--- src/rtl/syncser_pkg.sv ---
package syncser_pkg;
    typedef enum logic [1:0] {
        RX_IDLE,
        RX_DATA,
        RX_ROUTE,
        RX_HOLD
    } rx_state_t;

    typedef enum logic [1:0] {
        TX_IDLE,
        TX_START,
        TX_DATA,
        TX_ROUTE
    } tx_state_t;
endpackage

--- src/rtl/syncser_rx.sv ---
module syncser_rx
    import syncser_pkg::*;
#(
    parameter int unsigned DATA_W = 8
) (
    input  logic              clk,
    input  logic              rst_n,
    input  logic              sdi,
    input  logic              rx_ready,
    output logic              cts,
    output logic              rx_busy,
    output logic              rx_valid,
    output logic [DATA_W-1:0] rx_data,
    output logic              rx_err
);
    localparam int unsigned CNT_W = (DATA_W > 1) ? $clog2(DATA_W) : 1;
    localparam logic [CNT_W-1:0] LAST = CNT_W'(DATA_W - 1);

    rx_state_t         state, state_nxt;
    logic [CNT_W-1:0]  cnt;
    logic [DATA_W-1:0] shreg;
    logic              err_q;

    always_comb begin
        state_nxt = state;
        unique case (state)
            RX_IDLE:  if (!sdi)        state_nxt = RX_DATA;
            RX_DATA:  if (cnt == LAST) state_nxt = RX_ROUTE;
            RX_ROUTE:                  state_nxt = RX_HOLD;
            RX_HOLD:  if (rx_ready)    state_nxt = RX_IDLE;
            default:                   state_nxt = RX_IDLE;
        endcase
    end

    always_ff @(posedge clk or negedge rst_n) begin
        if (!rst_n) begin
            state <= RX_IDLE;
            cnt   <= '0;
            shreg <= '0;
            err_q <= 1'b0;
        end else begin
            state <= state_nxt;
            unique case (state)
                RX_IDLE: cnt <= '0;
                RX_DATA: begin
                    shreg <= {sdi, shreg[DATA_W-1:1]};
                    cnt   <= cnt + 1'b1;
                end
                RX_ROUTE: err_q <= sdi;
                RX_HOLD: ;
                default: ;
            endcase
        end
    end

    always_comb begin
        cts      = (state == RX_IDLE);
        rx_valid = (state == RX_HOLD);
        rx_busy  = (state == RX_DATA) || (state == RX_ROUTE) ||
                   ((state == RX_IDLE) && !sdi);
        rx_data  = shreg;
        rx_err   = err_q;
    end
endmodule

--- src/rtl/syncser_tx.sv ---
module syncser_tx
    import syncser_pkg::*;
#(
    parameter int unsigned DATA_W = 8
) (
    input  logic              clk,
    input  logic              rst_n,
    input  logic [DATA_W-1:0] tx_data,
    input  logic              tx_valid,
    input  logic              rx_busy,
    output logic              tx_ready,
    output logic              sdo
);
    localparam int unsigned CNT_W = (DATA_W > 1) ? $clog2(DATA_W) : 1;
    localparam logic [CNT_W-1:0] LAST = CNT_W'(DATA_W - 1);

    tx_state_t         state, state_nxt;
    logic [CNT_W-1:0]  cnt;
    logic [DATA_W-1:0] shreg;
    logic              line_nxt;

    always_comb begin
        tx_ready  = (state == TX_IDLE) && !rx_busy;
        state_nxt = state;
        unique case (state)
            TX_IDLE:  if (tx_valid && tx_ready) state_nxt = TX_START;
            TX_START:                           state_nxt = TX_DATA;
            TX_DATA:  if (cnt == LAST)          state_nxt = TX_ROUTE;
            TX_ROUTE:                           state_nxt = TX_IDLE;
            default:                            state_nxt = TX_IDLE;
        endcase
    end

    always_ff @(posedge clk or negedge rst_n) begin
        if (!rst_n) begin
            state <= TX_IDLE;
            cnt   <= '0;
            shreg <= '0;
        end else begin
            state <= state_nxt;
            unique case (state)
                TX_IDLE:  if (tx_valid && tx_ready) shreg <= tx_data;
                TX_START: cnt <= '0;
                TX_DATA: begin
                    shreg <= shreg >> 1;
                    cnt   <= cnt + 1'b1;
                end
                TX_ROUTE: ;
                default: ;
            endcase
        end
    end

    always_comb begin
        unique case (state)
            TX_IDLE:  line_nxt = 1'b1;
            TX_START: line_nxt = 1'b0;
            TX_DATA:  line_nxt = shreg[0];
            TX_ROUTE: line_nxt = 1'b0;
            default:  line_nxt = 1'b1;
        endcase
    end

    // Launch on the falling edge so the partner samples a settled level.
    always_ff @(negedge clk or negedge rst_n) begin
        if (!rst_n) sdo <= 1'b1;
        else        sdo <= line_nxt;
    end
endmodule

--- src/rtl/syncser_port.sv ---
module syncser_port #(
    parameter int unsigned DATA_W = 8
) (
    input  logic              sclk,
    input  logic              rst_n,
    input  logic              sdi,
    output logic              sdo,
    output logic              cts,
    input  logic [DATA_W-1:0] tx_data,
    input  logic              tx_valid,
    output logic              tx_ready,
    output logic [DATA_W-1:0] rx_data,
    output logic              rx_valid,
    input  logic              rx_ready,
    output logic              rx_err
);
    logic rx_busy;

    syncser_rx #(.DATA_W(DATA_W)) rx_i (
        .clk      (sclk),
        .rst_n    (rst_n),
        .sdi      (sdi),
        .rx_ready (rx_ready),
        .cts      (cts),
        .rx_busy  (rx_busy),
        .rx_valid (rx_valid),
        .rx_data  (rx_data),
        .rx_err   (rx_err)
    );

    syncser_tx #(.DATA_W(DATA_W)) tx_i (
        .clk      (sclk),
        .rst_n    (rst_n),
        .tx_data  (tx_data),
        .tx_valid (tx_valid),
        .rx_busy  (rx_busy),
        .tx_ready (tx_ready),
        .sdo      (sdo)
    );
endmodule

--- config.mk ---
export PLATFORM = sky130hd
export DESIGN_NAME = syncser_port
export DESIGN_NICKNAME = d
export VERILOG_FILES = /design/src/rtl/syncser_pkg.sv /design/src/rtl/syncser_rx.sv /design/src/rtl/syncser_tx.sv /design/src/rtl/syncser_port.sv
export SDC_FILE = /design/constraint.sdc
export NUM_CORES = 1
export LEC_CHECK = 0
export BUFFER_PORTS_ARGS = -buffer_cell sky130_fd_sc_hd__buf_2
export CAP_MARGIN = 20
export CORE_MARGIN = 3
export CORE_UTILIZATION = 59
export CTS_CLUSTER_DIAMETER = 60
export DETAILED_ROUTE_END_ITERATION = 16
export PLACE_DENSITY = 0.81
export SLEW_MARGIN = 20
export SYNTH_ARGS = -nofsm -noshare
export SYNTH_HDL_FRONTEND = slang
export SYNTH_SLANG_ARGS = --single-unit
--- constraint.sdc ---
create_clock -name sclk -period 5.54 [get_ports sclk]
set_input_delay 0 -clock sclk [delete_from_list [all_inputs] [get_ports sclk]]
set_output_delay 0 -clock sclk [all_outputs]
set_load 0.05 [all_outputs]
==> results_dict.tcl, run 1 <==
set metrics [dict create \
    p_per_area_nw_per_um2 669 \
    via_count 1036 \
    syn_inst 123 \
    postRouteAntennaNets 0 \
    htreeDepth 1 \
    grt_remaining_overflow 0 \
    postCtsResizedCells 0 \
    synth_warnings 0 \
    crit_type "register to output pin" \
    skew_ns 0.0544 \
    viasPerCell 5.63 \
    async_flop_share_pct 100 \
    first_global_vias 973 \
    core_um2 2300 \
    status "complete, no violations" \
    yosys_register_bits 28 \
    cp-end-kind "output pin" \
    synth_area_per_cell_um2 12.0 \
    synthMuxAreaShare_pct 8.38 \
    setup_tns_ns 0 \
    arrival_ns 3.91 \
    grt_antenna_before_repair 0 \
    nets 182 \
    synth_area_um2 1480 \
    dieArea_um2 3140 \
    hpwl_um 1870 \
    drt_first_iter_violations 23 \
    num_rows 17 \
    synthAdderAreaFrac_pct 10.2 \
    r2r-end "tx_i.sdo" \
    synth_flop_cell "dfrtp_1" \
    cts_buffers 3 \
    reg2reg_slack_ns 1.82 \
    rr_worst_depth 3 \
    critPathLaunchType "register" \
    finalMaxSlewViolations 0 \
    grt_pass1_wl_um 4350 \
    synth_compound_area_share_pct 19.8 \
    leakage_uw 0.000793 \
    critical-path-max-stage-delay_ns 0.51 \
    rsz0062_at_grt "false" \
    synth_nets 148 \
    drc_errors 0 \
    drive_gt1_share_pct 35.9 \
    path_depth 1 \
    wl_per_cell_um 14.3 \
    syn_to_final_growth_pct 16.8 \
    cts_num_sinks 28 \
    diodes 0 \
    peakVddDrop_mv 0.506 \
    hold_viol 0 \
    finalWorstSetupSlack_ns 1.63 \
    crit_path_end "sdo" \
    setup_viol 0 \
    path_buf_inv 1 \
    tightest_slew_ns 0.818 \
    io-pin-count 26 \
    fillers 151 \
    postCtsSetupBuffers 0 \
    crit_start "tx_i.sdo" \
    synth.top_cells.by_area "dfrtp_1 (46%), ha_1 (10%), mux2_2 (7.6%)" \
    track_usage_pct 17.4 \
    cts_tree "yes" \
    die_x_um 56.1 \
    place.gp.congestion 0.744 \
    hp-class "input port to register" \
    start_util_pct 64.4 \
    wl_um 2630 \
    clock_path_buffers 2 \
    root_buffer "clkbuf_4" \
    r2r-start "tx_i.state[0]" \
    synth_edf_count 0 \
    synth_top_area_cell "dfrtp_1" \
    clk_latency_ns 0.38 \
    maxSlewHeadroom_pct 45.5 \
    worstPathMaxFanout 1 \
    cp_slowest_cell "dfstp_2" \
    port_buffers 25 \
    synthSimpleGateAreaFrac_pct 8.63 \
    path_cells "buf_2" \
    grt_max_degree 29 \
    synth_top_area_share_pct 45.7 \
    crit_family "flip-flops" \
    crit_required_ns 5.54 \
    synthXorXnorAreaFrac_pct 0 \
    yosysUniqueCellTypes 28 \
    ys_seq_area_share_pct 47.5 \
    detail_route.first_pass.iterations 4 \
    path_clk_slew_ns 0.15 \
    place_ws_ns 1.82 \
    max-cap-violations 0 \
    synth_top_family_by_area "compound AO/OA/AOI/OAI gates" \
    die_y_um 56.1 \
]
## layout make-up
class                           instances  area [um^2]  area share (%)
Timing Repair Buffer                   34          215            12.5
Inverter                               11         41.3            2.39
Tap cell                               28         35.0            2.03
Clock inverter                          1         3.75           0.217
Multi-Input combinational cell         78          694            40.2
Clock buffer                            4         36.3            2.10
Sequential cell                        28          702            40.6
## worst min-delay path by stage
stage	from	to	slack [ns]	depth (start not counted)
2_1_floorplan	rst_n	rx_i.cnt[0]	-0.30	0
3_3_place_gp	rst_n	rx_i.cnt[0]	0.04	1
3_5_place_dp	rst_n	rx_i.cnt[1]	0.04	1
4_1_cts	tx_data[7]	tx_i.shreg[7]	0.05	4
5_1_grt	tx_data[7]	tx_i.shreg[7]	0.07	4
6_report	tx_data[7]	tx_i.shreg[7]	0.06	4
## placed cells by master (no fill, tap or decap), drive strengths merged, types with 2 or more instances in the layout
| cell type | instances |
|---|---|
| a221oi | 7 |
| mux2 | 11 |
| dfrtp | 27 |
| a22o | 2 |
| dlygate4sd3 | 9 |
| clkbuf | 4 |
| buf | 25 |
| nand3 | 3 |
| ha | 12 |
| o21ai | 5 |
| o22ai | 8 |
| nand2 | 3 |
| inv | 12 |
| nor2 | 16 |
## cells in the mapped netlist, types with 2 or more instances
cell type,instances
o21ai_0,4
mux2_2,10
o22ai_2,7
buf_6,2
buf_2,3
a22o_1,2
nand2_1,3
nand3_1,3
inv_1,12
dfrtp_1,27
ha_1,12
nor2_1,16
a221oi_2,7
## kinds of logic after synthesis
logic type,count (synthesis)
AO/OA/AOI/OAI,28
flip-flops,28
AND/OR/NAND/NOR,27
buffers and inverters,17
adder cells (fa/ha/maj),12
multiplexers,11
## layer usage
metal,global-route usage [%],up-vias,part of all wire [%]
li1,-,503,-
met4,5.42,0,2.3
met3,3.25,6,4.1
met1,21.4,502,43
met5,0,-,0
met2,30.6,25,51
## per-stage QoR
| step | hold slack, ns | instance area (um^2) | cells | util, % | power [uW] |
|---|---|---|---|---|---|
| 2_1_floorplan | -0.296 | 1480 | 123 | - | 944 |
| 3_3_place_gp | 0.0372 | 1600 | 171 | 69.7 | 1030 |
| 3_5_place_dp | 0.0440 | 1600 | 171 | 69.7 | 1060 |
| 4_1_cts | 0.0514 | 1730 | 184 | 75.2 | 1160 |
| 5_1_grt | 0.0651 | 1730 | 184 | 75.2 | 1240 |
| 6_report | 0.0594 | 1730 | 184 | 75.2 | 1160 |
## where the power goes
part	switching, uW	total (uW)	internal [uW]
logic	431	691	259
clock network	61.0	102	41.2
registers	63.1	364	301
## timing repair
| action | 4_1_cts | 5_1_grt |
|---|---|---|
| setup endpoints to repair | 0 | 0 |
| hold buffers | 9 | 0 |
| hold endpoints to repair | 36 | 0 |
## sequential cells by signal (all words and copies together), names as in the netlist
name / count
rx_i.rx_data: 8
tx_i.shreg: 8
rx_i.cnt: 3
tx_i.cnt: 3
rx_i.state: 2
tx_i.state: 2
rx_i.rx_err: 1
tx_i.sdo: 1
(Power assumes the default switching activity.)
==> run 2, diff against run 1 <==
--- a/config.mk
+++ b/config.mk
@@ -8,10 +8,10 @@
 export BUFFER_PORTS_ARGS = -buffer_cell sky130_fd_sc_hd__buf_2
 export CAP_MARGIN = 20
 export CORE_MARGIN = 3
-export CORE_UTILIZATION = 59
+export CORE_UTILIZATION = 49
 export CTS_CLUSTER_DIAMETER = 60
 export DETAILED_ROUTE_END_ITERATION = 16
-export PLACE_DENSITY = 0.81
+export PLACE_DENSITY = 0.71
 export SLEW_MARGIN = 20
 export SYNTH_ARGS = -nofsm -noshare
 export SYNTH_HDL_FRONTEND = slang
==> constraint.sdc (replaced) <==
create_clock -name sclk -period 3.4 [get_ports sclk]
set_input_delay 0 -clock sclk [delete_from_list [all_inputs] [get_ports sclk]]
set_output_delay 0 -clock sclk [all_outputs]
set_load 0.05 [all_outputs]
==> run 2 against run 1 <==
Against the previous run:
- combinational power rose by 64%
- worst setup slack lost 1.1 ns
- non-clock buffer count increased by 2
- largest power group unchanged
- power increased by 60%
- via count down 1.1%
- cell area rose by 0.51%
==> results_dict.tcl, run 2 (same netlist as run 1, synthesis figures left out) <==
set metrics [dict create \
    worstPathMaxFanout 1 \
    track_usage_pct 15.4 \
    postRouteAntennaNets 0 \
    first_global_vias 995 \
    drt_first_iter_violations 24 \
    hp-class "input port to register" \
    placed_area_um2 1620 \
    dieArea_um2 3710 \
    rsz0062_at_grt "false" \
    die_y_um 60.9 \
    cp_slowest_cell "dfstp_2" \
    arrival_ns 2.83 \
    crit_type "register to output pin" \
    hold_viol 0 \
    nets 184 \
    drc_errors 0 \
    crit_required_ns 3.40 \
    io-pin-count 26 \
    htreeDepth 1 \
    fillers 242 \
    clk_latency_ns 0.37 \
    grt_max_degree 28 \
    start_util_pct 52.7 \
    p_per_area_nw_per_um2 1070 \
    path_buf_inv 1 \
    diodes 0 \
    final_common_cell "dfrtp_1" \
    syn_to_final_growth_pct 17.4 \
    cts_buffers 3 \
    grt_remaining_overflow 0 \
    place.gp.congestion 0.759 \
    num_rows 19 \
    via_count 1025 \
    path_clk_slew_ns 0.14 \
    critical-path-max-stage-delay_ns 0.51 \
    setup_tns_ns 0 \
    leakage_uw 0.000797 \
    detail_route.first_pass.iterations 4 \
    path_cells "buf_2" \
    final_cell_area_um2 1740 \
    max-cap-violations 0 \
    wl_per_cell_um 13.4 \
    cts_num_sinks 28 \
    setup_viol 0 \
    layout_common_cells "dfrtp_1 (27), buf_2 (25), nor2_1 (16), inv_1 (12), ha_1 (12)" \
    maxSlewHeadroom_pct 62.6 \
    tightest_slew_ns 0.562 \
    hpwl_um 1890 \
    postCtsSetupBuffers 0 \
    peakVddDrop_mv 0.462 \
    cts_tree "yes" \
    wl_um 2530 \
    drive_gt1_share_pct 36.1 \
    port_buffers 25 \
    wl_met2_um 1280 \
    met1_length_um 1120 \
    skew_ns 0.0547 \
    wl_met3_um 75 \
    grt_antenna_before_repair 0 \
    root_buffer "clkbuf_4" \
    maxUsedRoutingLayer "met4" \
    viasPerCell 5.42 \
    status "complete, no violations" \
    reg2reg_slack_ns 0.77 \
    crit_family "flip-flops" \
    core_um2 2810 \
    critPathLaunchType "register" \
    cp-end-kind "output pin" \
    finalMaxSlewViolations 0 \
    die_x_um 60.9 \
    grt_pass1_wl_um 4190 \
    clock_path_buffers 2 \
]
-- run 2: layer usage --
metal	global-route usage, %	vias to the layer above
li1	-	509
met1	18.2	491
met2	27.2	19
met3	2.77	6
met4	6.50	0
met5	0	-
-- run 2: power by group --
| group | switching, uW | internal, uW |
|---|---|---|
| logic | 697 | 431 |
| clock network | 92.9 | 44.5 |
| registers | 98.6 | 490 |
-- run 2: what timing repair did --
item                      in CTS  in global routing
gates resized for setup        0                  0
hold endpoints to repair      36                  0
hold buffers                   9                  0
-- run 2: path summary, 6_finish.rpt --
check,start,cells after the start,end
max,tx_i.sdo,1,sdo
min reg2reg,rx_i.cnt[0],1,rx_i.cnt[0]
min in group asynchronous,rst_n,3,rx_i.rx_data[0]
min,tx_data[7],4,tx_i.shreg[7]
max reg2reg,tx_i.state[0],3,tx_i.sdo
max in group asynchronous,rst_n,2,tx_i.sdo
-- run 2: metrics by stage --
step,power (uW),hold slack [ns],instances,utilization [%],setup WS (ns)
floorplan,1540,-0.296,123,-,0.825
global placement,1690,0.0774,176,57.8,0.790
detailed placement,1730,0.0876,176,57.8,0.762
CTS,1880,0.0459,189,61.9,0.552
global route,2000,0.0696,189,61.9,0.509
finish,1850,0.0597,189,61.9,0.570
-- run 2: final cells by class --
cell class | instances | area, um^2 | share of cell area [%]
clock buffer | 3 | 22.5 | 1.30
multi-input combinational | 78 | 694 | 40.0
sequential | 28 | 702 | 40.4
tap | 31 | 38.8 | 2.23
timing repair buffer | 36 | 230 | 13.3
clock inverter | 2 | 7.51 | 0.432
inverter | 11 | 41.3 | 2.38
